$ cat src/rtl/fpsr_pkg.sv
package fpsr_pkg;

    localparam int TT_LSB   = 0;
    localparam int TT_W     = 3;
    localparam int UEN_BIT  = 3;
    localparam int UFL_BIT  = 4;
    localparam int IEN_BIT  = 5;
    localparam int IFL_BIT  = 6;
    localparam int RM_LSB   = 7;
    localparam int RM_W     = 2;
    localparam int SW_LSB   = 9;

    typedef enum logic [TT_W-1:0] {
        TT_NONE = 3'b000,
        TT_UNF  = 3'b001,
        TT_OVF  = 3'b010,
        TT_DZ   = 3'b011,
        TT_ILL  = 3'b100,
        TT_INV  = 3'b101,
        TT_INX  = 3'b110,
        TT_RSV  = 3'b111
    } trap_e;

endpackage

$ cat src/rtl/fpsr_prio.sv
module fpsr_prio
    import fpsr_pkg::*;
(
    input  logic  unf_i,
    input  logic  ovf_i,
    input  logic  dz_i,
    input  logic  zdvd_i,
    input  logic  inv_i,
    input  logic  inx_i,
    input  logic  ill_i,
    output trap_e code_o
);
    logic inv_eff;
    logic dz_eff;

    always_comb begin
        inv_eff = inv_i | (dz_i & zdvd_i);
        dz_eff  = dz_i & ~zdvd_i;
        if (ill_i)        code_o = TT_ILL;
        else if (inv_eff) code_o = TT_INV;
        else if (dz_eff)  code_o = TT_DZ;
        else if (ovf_i)   code_o = TT_OVF;
        else if (unf_i)   code_o = TT_UNF;
        else if (inx_i)   code_o = TT_INX;
        else              code_o = TT_NONE;
    end
endmodule

$ cat src/rtl/fpsr_trap.sv
module fpsr_trap
    import fpsr_pkg::*;
(
    input  trap_e code_i,
    input  logic  uen_i,
    input  logic  ien_i,
    output logic  quit_o,
    output logic  pz_o
);
    always_comb begin
        quit_o = 1'b0;
        pz_o   = 1'b0;
        unique case (code_i)
            TT_OVF, TT_DZ, TT_ILL, TT_INV: quit_o = 1'b1;
            TT_UNF: begin
                quit_o = uen_i;
                pz_o   = ~uen_i;
            end
            TT_INX:  quit_o = ien_i;
            default: quit_o = 1'b0;
        endcase
    end
endmodule

$ cat src/rtl/fpsr_unit.sv
module fpsr_unit
    import fpsr_pkg::*;
#(
    parameter int STAT_W = 32,
    parameter int LIVE_W = 16
) (
    input  logic              clk_i,
    input  logic              rst_ni,
    input  logic              load_i,
    input  logic [STAT_W-1:0] load_data_i,
    input  logic              done_i,
    input  logic              unf_i,
    input  logic              ovf_i,
    input  logic              dz_i,
    input  logic              zdvd_i,
    input  logic              inv_i,
    input  logic              inx_i,
    input  logic              ill_i,
    output logic [STAT_W-1:0] stat_o,
    output logic [RM_W-1:0]   rmode_o,
    output logic              quit_o,
    output logic              pos_zero_o
);
    typedef struct packed {
        logic [LIVE_W-1:0] live;
        logic              quit;
        logic              pz;
    } state_t;

    state_t state_d, state_q;
    trap_e  code;
    logic   trap_req, pz_req;
    logic   unused_hi;

    assign unused_hi = ^load_data_i[STAT_W-1:LIVE_W];

    fpsr_prio prio_i (
        .unf_i  (unf_i),
        .ovf_i  (ovf_i),
        .dz_i   (dz_i),
        .zdvd_i (zdvd_i),
        .inv_i  (inv_i),
        .inx_i  (inx_i),
        .ill_i  (ill_i),
        .code_o (code)
    );

    fpsr_trap trap_i (
        .code_i (code),
        .uen_i  (state_q.live[UEN_BIT]),
        .ien_i  (state_q.live[IEN_BIT]),
        .quit_o (trap_req),
        .pz_o   (pz_req)
    );

    always_comb begin
        state_d      = state_q;
        state_d.quit = 1'b0;
        state_d.pz   = 1'b0;
        if (load_i) begin
            state_d.live = load_data_i[LIVE_W-1:0];
        end else if (done_i) begin
            state_d.live[TT_LSB +: TT_W] = code;
            if (unf_i)
                state_d.live[UFL_BIT] = 1'b1;
            if (code == TT_INX)
                state_d.live[IFL_BIT] = 1'b1;
            state_d.quit = trap_req;
            state_d.pz   = pz_req;
        end
    end

    always_ff @(posedge clk_i) begin
        if (!rst_ni) state_q <= '0;
        else         state_q <= state_d;
    end

    assign stat_o     = STAT_W'(state_q.live);
    assign rmode_o    = state_q.live[RM_LSB +: RM_W];
    assign quit_o     = state_q.quit;
    assign pos_zero_o = state_q.pz;
endmodule

$ cat config.mk
export PLATFORM = sky130hd
export DESIGN_NAME = fpsr_unit
export DESIGN_NICKNAME = d
export VERILOG_FILES = /design/src/rtl/fpsr_pkg.sv /design/src/rtl/fpsr_prio.sv /design/src/rtl/fpsr_trap.sv /design/src/rtl/fpsr_unit.sv
export SDC_FILE = /design/constraint.sdc
export NUM_CORES = 1
export LEC_CHECK = 0
export BUFFER_PORTS_ARGS = -buffer_cell sky130_fd_sc_hd__clkbuf_2
export CORE_MARGIN = 2
export CORE_UTILIZATION = 37
export DETAILED_ROUTE_END_ITERATION = 16
export HOLD_SLACK_MARGIN = 0.02
export PLACE_DENSITY = 0.83
export SLEW_MARGIN = 5
export SYNTH_ARGS = -nofsm -noshare
export SYNTH_HDL_FRONTEND = slang
export SYNTH_SLANG_ARGS = --single-unit
$ cat constraint.sdc
create_clock -name clk_i -period 1.2 [get_ports clk_i]
set_input_delay 0.12 -clock clk_i [delete_from_list [all_inputs] [get_ports clk_i]]
set_output_delay 0.12 -clock clk_i [all_outputs]
set_load 0.02 [all_outputs]
==> metrics.txt, run 1 <==
Critical Path AT between 0.8 and 0.9 ns; pwr/cell area ~1200 mW/mm^2; met1 wire length 778 um; Layout area overhead 21.1%; yosys warns 0; CP bufs+invs 1; H-tree depth 1; worst r2r path cells 3; DR WL met2 886 um; Overall Power between 1000 and 1500 uW; Inserted Diodes 0; Die Width 54.0 um; Setup CP Type reg2out; synthesized area per cell between 9 and 10 um^2; initial antenna violation count 0; Final setup viols 0; initial core utilization between 30% and 40%; maximum root-to-sink buffer count 2; final net count 186; worst slack, placed 0.142 ns; Total GRT Usage 14.1%; LEAKAGE 0.000589 uW; crit share post-route roughly 84%; DR vias/cell approximately 4.6; clock latency at the later pin of the worst-skew pair about 0.29 ns; GRT overflow 0; fillers 257; most frequent cells in the layout 46 x clkbuf_2, 18 x dfxtp_1, 16 x conb_1; DR top layer met3; Slew Limit Fails 0; Setup Total Neg Slack 0 ns; post-CTS sizing 0; crit path cell chain clkbuf_2; crit-path max cell delay ~0.40 ns; crit path from stat_o[3]; routability cong. 0.850; IO Count 79; synth unique cells 24; DR vias 792; first-pass GRT wire length around 3000 um; Synth area leader dfxtp_1; layout cells sized above 1 between 30% and 40%; vias in the first global route roughly 720; sequential fraction of the synthesis area between 30% and 40%; Final Skew roughly 0.0016 ns; post-synth top area share 38.9%; Detailed Place HPWL 1520 um; wire per inst 11.2 um; row count 18; CTS Hold Bufs 0; Fmax achieved approximately 990 MHz; CP top delay family flip-flops; max_cap viols 0; synth top area cells dfxtp_1 39%, buf_4 17%, mux2i_1 12%, nor2_1 5.3%, a21oi_1 2.7%; post-synthesis instance area approximately 930 um^2; Gate Count Post-Synth just under 100; Setup crit end stat_o[3]; Final Util a little under half; Die ar. roughly 0.003 mm^2; Hold Crit Class in2reg; RSZ-0062 raised after global routing no; Critical Path Slowest Stage Cell dfxtp_1; number of cells on the critical path 1; commonest non-fill, non-tap cell in the layout clkbuf_2; DRC 0; flop-to-flop setup slack 0.25 ns; worst setup margin slightly below 0.2 ns; Clock Pin Slew Worst Setup and Hold Paths 0.11 ns; pin count of the biggest net entering global routing 14; Die H between 50 and 60 um; Crit Path Max Fanout 4; Root Driver clkbuf_4; DR WL met3 approximately 260 um; peak supply drop ~0.54 mV; #FFs+latches synth 18; CP Capture Type output port; PortBufs 46; CTS tree done; Detailed Route Iter0 Violations 3; total CTS buffers 3; FF-to-FF Start stat_o[3]; drt pass-1 iters 4; worst path required time around 1.1 ns; Routed WL roughly 1900 um; CTS sink cnt 18; core area approximately 0.0024 mm^2; Final Critical Period ~1 ns; critical path launch point type register; Fin. Hold Viols 0; Post-CTS Repair Setup Buffers 0; antenna-violating nets left 0; RR Endpoint quit_o; status finished clean
## how the worst min path moves through the flow
stage	start	endpoint	slack, ns	cells past startpoint
after global routing	load_data_i[9]	stat_o[9]	0.06	3
after global placement	load_data_i[12]	stat_o[12]	0.36	3
after detailed placement	load_data_i[3]	stat_o[3]	0.37	3
after CTS	load_data_i[7]	rmode_o[0]	0.06	3
final	load_data_i[13]	stat_o[13]	0.06	3
after floorplan	rst_ni	stat_o[6]	0.26	2
## synth_stat cells
master	n
buf_4	21
dfxtp_1	18
nor2_1	13
mux2i_1	11
a21oi_1	5
nor2b_1	4
inv_1	3
o21ai_0	3
a31oi_1	2
nand2b_1	2
nor3b_1	2
nor4_2	2
o311ai_0	2
a211o_1	1
a311oi_1	1
buf_6	1
clkbuf_1	1
conb_1	1
nand2_1	1
nand3b_4	1
nor3_1	1
o22ai_1	1
o311a_1	1
o32ai_1	1
## per-stage QoR
| stage | area (um^2) | hold slack (ns) | cells |
|---|---|---|---|
| after floorplan | 982 | 0.256 | 114 |
| after global placement | 1080 | 0.356 | 168 |
| after detailed placement | 1080 | 0.368 | 168 |
| after CTS | 1120 | 0.0562 | 172 |
| after global routing | 1120 | 0.0560 | 172 |
| final | 1120 | 0.0593 | 172 |
## cells by family (layout without fill, tap and decap cells)
family	count (synthesis)	in the layout	share of synthesized area, %
AOI/OAI and AO/OA	17	17	12.2
muxes	11	11	11.9
buffers and inverters	26	54	19.9
and+or+nand+nor	26	26	16.8
DFF	18	18	38.9
other	1	16	0.405
## routing by layer
layer / global-route usage [%] / vias up
met2: 22.4 / 49
li1: - / 392
met5: 0 / -
met1: 16.1 / 351
met3: 5.56 / 0
met4: 7.50 / 0
## flip-flops by register name, summed over array words and instances (netlist names)
signal,count
pos_zero_o,1
quit_o,1
rmode_o,2
stat_o,14
## layout make-up
cell class / instances / area, um^2 / area share [%]
clock buffer: 4 / 36.3 / 3.24
multi-input combinational: 70 / 438 / 39.1
tap: 30 / 37.5 / 3.35
timing repair buffer: 47 / 238 / 21.2
inverter: 3 / 11.3 / 1.00
sequential: 18 / 360 / 32.1
## worst reg2reg max path: cells and delay by family (launching register included)
family / cells / cell delay (ns)
AO/OA/AOI/OAI: 2 / 0.33
flip-flops: 1 / 0.40
AND/OR/NAND/NOR: 1 / 0.15
## report_power, final
| group | internal, uW | leakage, uW | switching [uW] |
|---|---|---|---|
| clock network | 185 | 0.0000210 | 192 |
| registers | 633 | 0.000149 | 20.5 |
| logic | 103 | 0.000420 | 187 |
Power figures use the tool's default switching activity.
==> inputs of run 2 (changes only) <==
--- a/config.mk
+++ b/config.mk
@@ -5,12 +5,13 @@
 export SDC_FILE = /design/constraint.sdc
 export NUM_CORES = 1
 export LEC_CHECK = 0
+export ABC_AREA = 1
 export BUFFER_PORTS_ARGS = -buffer_cell sky130_fd_sc_hd__clkbuf_2
 export CORE_MARGIN = 2
-export CORE_UTILIZATION = 37
+export CORE_UTILIZATION = 33
 export DETAILED_ROUTE_END_ITERATION = 16
 export HOLD_SLACK_MARGIN = 0.02
-export PLACE_DENSITY = 0.83
+export PLACE_DENSITY = 0.79
 export SLEW_MARGIN = 5
 export SYNTH_ARGS = -nofsm -noshare
 export SYNTH_HDL_FRONTEND = slang
==> constraint.sdc (replaced) <==
create_clock -name clk_i -period 0.89 [get_ports clk_i]
set_input_delay 0.089 -clock clk_i [delete_from_list [all_inputs] [get_ports clk_i]]
set_output_delay 0.089 -clock clk_i [all_outputs]
set_load 0.02 [all_outputs]
==> metrics.txt, run 2 <==
Adder-Cell Fraction of Synth Area 0%; main combinational cell family by area after synthesis buffers and inverters; Critical Path AT roughly 0.79 ns; Final Critical Period around 0.88 ns; Layout area overhead 52.6%; top cells by count, synth 29 x nor2_1, 22 x buf_4, 18 x dfxtp_1; synth top area cells dfxtp_1 39%, buf_4 18%, nor2_1 12%, o21ai_0 5.5%, inv_1 4.9%; Die Width approximately 57 um; vias in the first global route around 790; Total GRT Usage between 10 and 15%; Slew Limit Fails 0; worst setup margin around 0.0073 ns; RSZ-0062 raised after global routing yes; dpl cell area roughly 0.0011 mm^2; pin count of the biggest net entering global routing 12; RR Endpoint quit_o; Root Driver clkbuf_4; CP Capture Type output port; DR vias/cell about 4.3; PortBufs 46; Final Skew ~0.00013 ns; worst r2r path cells 5; CTS tree done; antenna-violating nets left 0; commonest non-fill, non-tap cell in the layout nor2_1; FF-to-FF Start stat_o[5]; Post-synth EDFFs 0; Synth Area in Compound Gates roughly 14%; Placed Cells around 200; initial antenna violation count 0; flop-to-flop setup slack ~0.080 ns; post-synth top area share between 30% and 40%; total CTS buffers 3; DR vias ~920; final net count 225; first-pass GRT wire length roughly 3400 um; Synth area leader dfxtp_1; critical path launch point type register; CP top delay family flip-flops; Gate Count Post-Synth between 100 and 150; sequential fraction of the synthesis area 39.5%; maximum root-to-sink buffer count 2; CTS sink cnt 18; CP bufs+invs 1; core area between 0.002 and 0.003 mm^2; Critical Path Slowest Stage Cell dfxtp_4; routability cong. slightly above 0.8; Final Util 51.9%; Inserted Diodes 0; Detailed Route Iter0 Violations 22; Routed WL around 2100 um; Die H about 57 um; DRC 0; row count 19; crit-path max cell delay approximately 0.37 ns; wire per inst 10.0 um; Fin. Hold Viols 0; H-tree depth 1; Finished Layout Cells approximately 210; post-synthesis instance area 913 um^2; most common cell in the netlist nor2_1; LEAKAGE about 0.00071 uW; peak supply drop around 0.75 mV; status finished clean; worst hold stages 3; yosys warns 0; pwr/cell area between 1000 and 1500 mW/mm^2; Clock Pin Slew Worst Setup and Hold Paths ~0.11 ns; max_cap viols 0; Synth Area in XOR/XNOR 0%; synth unique cells 17; Hold Path Sink stat_o[5]; GRT overflow 0; synthesized area per cell approximately 7 um^2; most frequent cells in the layout 29 x nor2_1, 26 x clkbuf_2, 16 x conb_1; worst hold start load_data_i[5]; Hold Crit Class in2reg; Detailed Place HPWL between 1500 and 2000 um; Setup CP Type reg2out; clock latency at the later pin of the worst-skew pair about 0.30 ns; #FFs+latches synth 18; number of cells on the critical path 1; Synth Flop Type dfxtp_1; worst path required time about 0.80 ns; Fmax achieved about 1100 MHz; IO Count slightly below 80; Setup Total Neg Slack 0 ns; Crit Path Max Fanout 3; layout cells sized above 1 about two fifths; Die ar. roughly 0.0032 mm^2; fraction of registers with async set or reset after synthesis 0%; crit share post-route 99.2%; mux contribution to synthesized area 0%; drt pass-1 iters 4; Design Area, Final about 0.0014 mm^2; Largest register FFs 14; simple-gate share of the synthesized area around 22%; worst slack, placed ~0.022 ns; Final setup viols 0; crit path cell chain buf_8; initial core utilization ~34%
[run 2: worst max path at each step]
stage / startpoint / to
2_1_floorplan: stat_o[3] / quit_o
3_3_place_gp: load_i / stat_o[4]
3_5_place_dp: load_i / stat_o[4]
4_1_cts: rmode_o[0] / rmode_o[0]
5_1_grt: rmode_o[0] / rmode_o[0]
6_report: rmode_o[1] / rmode_o[1]
[run 2: logic make-up after synthesis]
family / Yosys count
and+or+nand+nor: 48
buffers and inverters: 36
AOI/OAI and AO/OA: 24
DFF: 18
other: 1
[run 2: timing repair]
action / CTS / global route
resized for setup: 43 / 32
endpoints found under the setup margin: 18 / 20
hold endpoints to repair: 7 / 1
setup buffers: 1 / 0
hold buffers: 7 / 1
[run 2: stage by stage]
| step | hold slack (ns) | total power [uW] |
|---|---|---|
| 3_5_place_dp | 0.318 | 1310 |
| 2_1_floorplan | 0.224 | 1230 |
| 5_1_grt | 0.0283 | 2070 |
| 4_1_cts | 0.0253 | 1920 |
| 6_report | 0.0137 | 1960 |
| 3_3_place_gp | 0.311 | 1310 |
[run 2: cell type report]
cell class	count	area, um^2
tap	31	38.8
timing repair buffer	58	495
multi-input combinational	88	392
clock buffer	4	36.3
inverter	13	48.8
sequential	18	383
fill	272	1290
[run 2: where the power goes]
group          total, uW  internal (uW)  switching (uW)
Clock                519            250             269
Combinational        529            249             280
Sequential           910            867            43.3
[run 2: routing by layer]
metal | GRT usage (%) | routed length (um) | vias up
li1 | - | - | 473
met5 | 0 | 0 | -
met1 | 17.0 | 864 | 406
met4 | 7.14 | 32 | 0
met2 | 22.9 | 1080 | 35
met3 | 2.30 | 145 | 4
==> inputs of run 3 (changes only) <==
--- a/config.mk
+++ b/config.mk
@@ -5,13 +5,12 @@
 export SDC_FILE = /design/constraint.sdc
 export NUM_CORES = 1
 export LEC_CHECK = 0
-export ABC_AREA = 1
 export BUFFER_PORTS_ARGS = -buffer_cell sky130_fd_sc_hd__clkbuf_2
 export CORE_MARGIN = 2
-export CORE_UTILIZATION = 33
+export CORE_UTILIZATION = 34
 export DETAILED_ROUTE_END_ITERATION = 16
 export HOLD_SLACK_MARGIN = 0.02
-export PLACE_DENSITY = 0.79
+export PLACE_DENSITY = 0.81
 export SLEW_MARGIN = 5
 export SYNTH_ARGS = -nofsm -noshare
 export SYNTH_HDL_FRONTEND = slang
==> metrics.txt, run 3 (same netlist as run 1, synthesis figures left out) <==
DR vias about 810; NetSw about 530 uW; Critical Path Slowest Stage Cell dfxtp_2; Final Util between 50% and 60%; Detailed Route Iter0 Violations 6; dpl cell area ~0.0011 mm^2; CTS Hold Bufs 0; pwr/cell area 1370 mW/mm^2; crit path from stat_o[3]; crit share post-route 108%; Die Width 56.2 um; Overall Power approximately 1800 uW; Fmax achieved between 1000 and 1500 MHz; most frequent cells in the layout 27 x clkbuf_2, 20 x buf_4, 16 x conb_1; wire per inst between 10 and 15 um; pin count of the biggest net entering global routing 10; crit-path max cell delay approximately 0.35 ns; worst hold start load_data_i[3]; DR vias/cell around 4.5; Sw Share 30.3%; IO Count 79; layout cells sized above 1 between 50% and 60%; flop-to-flop setup slack -0.01 ns; PortBufs 46; Crit Path Max Fanout 3; peak supply drop around 0.85 mV; initial antenna violation count 0; Die ar. 0.00316 mm^2; worst setup margin -0.0701 ns; GRT overflow 0; Root Driver clkbuf_4; drt pass-1 iters 3; final net count just under 200; RSZ-0062 raised after global routing yes; CTS sink cnt 18; initial core utilization a little under two fifths; Detailed Place HPWL between 1500 and 2000 um; Clock Pin Slew Worst Setup and Hold Paths about 0.10 ns; commonest non-fill, non-tap cell in the layout clkbuf_2; Routed WL 2080 um; Die H approximately 56 um; crit path cell chain buf_6 > buf_8; Clk pwr share between 20% and 30%; Design Area, Final between 0.001 and 0.0015 mm^2; core area between 0.002 and 0.003 mm^2; internal power between 1000 and 1500 uW; row count 18; worst hold stages 3; Total GRT Usage between 10 and 15%; max_cap viols 0; total CTS buffers 3; critical path launch point type register; first-pass GRT wire length ~3400 um; Inserted Diodes 0; Final Skew about 0.0085 ns; Final setup viols 2; Comb power frac 26.9%; status finished with violations; Finished Layout Cells approximately 180; Slew Limit Fails 0; FF-to-FF Start stat_o[3]; LEAKAGE ~0.00066 uW; Placed Cells 175; Largest register FFs 14; maximum root-to-sink buffer count 2; routability cong. 0.832; failing checks setup timing; DRC 0; Setup CP Type reg2out; clock latency at the later pin of the worst-skew pair roughly 0.29 ns; H-tree depth 1; Final Critical Period 0.960 ns; vias in the first global route ~820; Fin. Hold Viols 0; CP Capture Type output port; Layout area overhead 38.9%; worst path required time ~0.80 ns; worst r2r path cells 2; Hold Crit Class in2reg; CTS tree done; Seq pwr share between 50% and 60%; Setup crit end stat_o[3]; RR Endpoint pos_zero_o; antenna-violating nets left 0; Critical Path AT 0.87 ns
-- run 3: power groups by stage --
stage | logic [uW] | registers, uW | clock network, uW
final | 473 | 892 | 396
after global routing | 515 | 898 | 439
after CTS | 457 | 888 | 409
after detailed placement | 415 | 897 | 0
after global placement | 405 | 896 | 0
after floorplan | 264 | 948 | 0
-- run 3: routing by layer --
metal,vias to the layer above,track usage [%],wire length (um)
li1,406,-,-
met3,0,4.19,186
met1,363,14.6,801
met5,-,0,0
met2,38,24.4,1100
met4,0,4.76,0
-- run 3: worst max-delay path, delay by kind of cell, from the launching register on --
kind                   cells  cell delay [ns]
buffers and inverters      2             0.24
DFF                        1             0.35
-- run 3: worst min-delay path by stage --
stage                       endpoint  slack, ns
after floorplan            stat_o[6]       0.22
after global placement    stat_o[10]       0.32
after detailed placement   stat_o[3]       0.33
after CTS                  stat_o[9]       0.02
after global routing       stat_o[5]       0.04
final                      stat_o[3]       0.03
-- run 3: final cells by class --
| class | count | area [um^2] |
|---|---|---|
| Clock buffer | 3 | 22.5 |
| Fill cell | 254 | 1240 |
| Inverter | 3 | 11.3 |
| Multi-Input combinational cell | 70 | 447 |
| Sequential cell | 18 | 382 |
| Tap cell | 30 | 37.5 |
| Timing Repair Buffer | 55 | 387 |
-- run 3: timing repair --
action                     CTS  global route
resized for setup           35            27
setup endpoints to repair   19            21
pin swaps                    0             1
setup buffers                1             0
-- run 3: through the flow --
stage / setup WS [ns] / TNS (ns) / hold WS [ns]
6_report: -0.0701 / -0.0815 / 0.0326
5_1_grt: -0.0957 / -0.224 / 0.0440
4_1_cts: -0.0924 / -0.118 / 0.0248
3_5_place_dp: -0.0980 / -0.229 / 0.335
3_3_place_gp: -0.0481 / -0.0481 / 0.324
2_1_floorplan: 0.0340 / 0 / 0.225
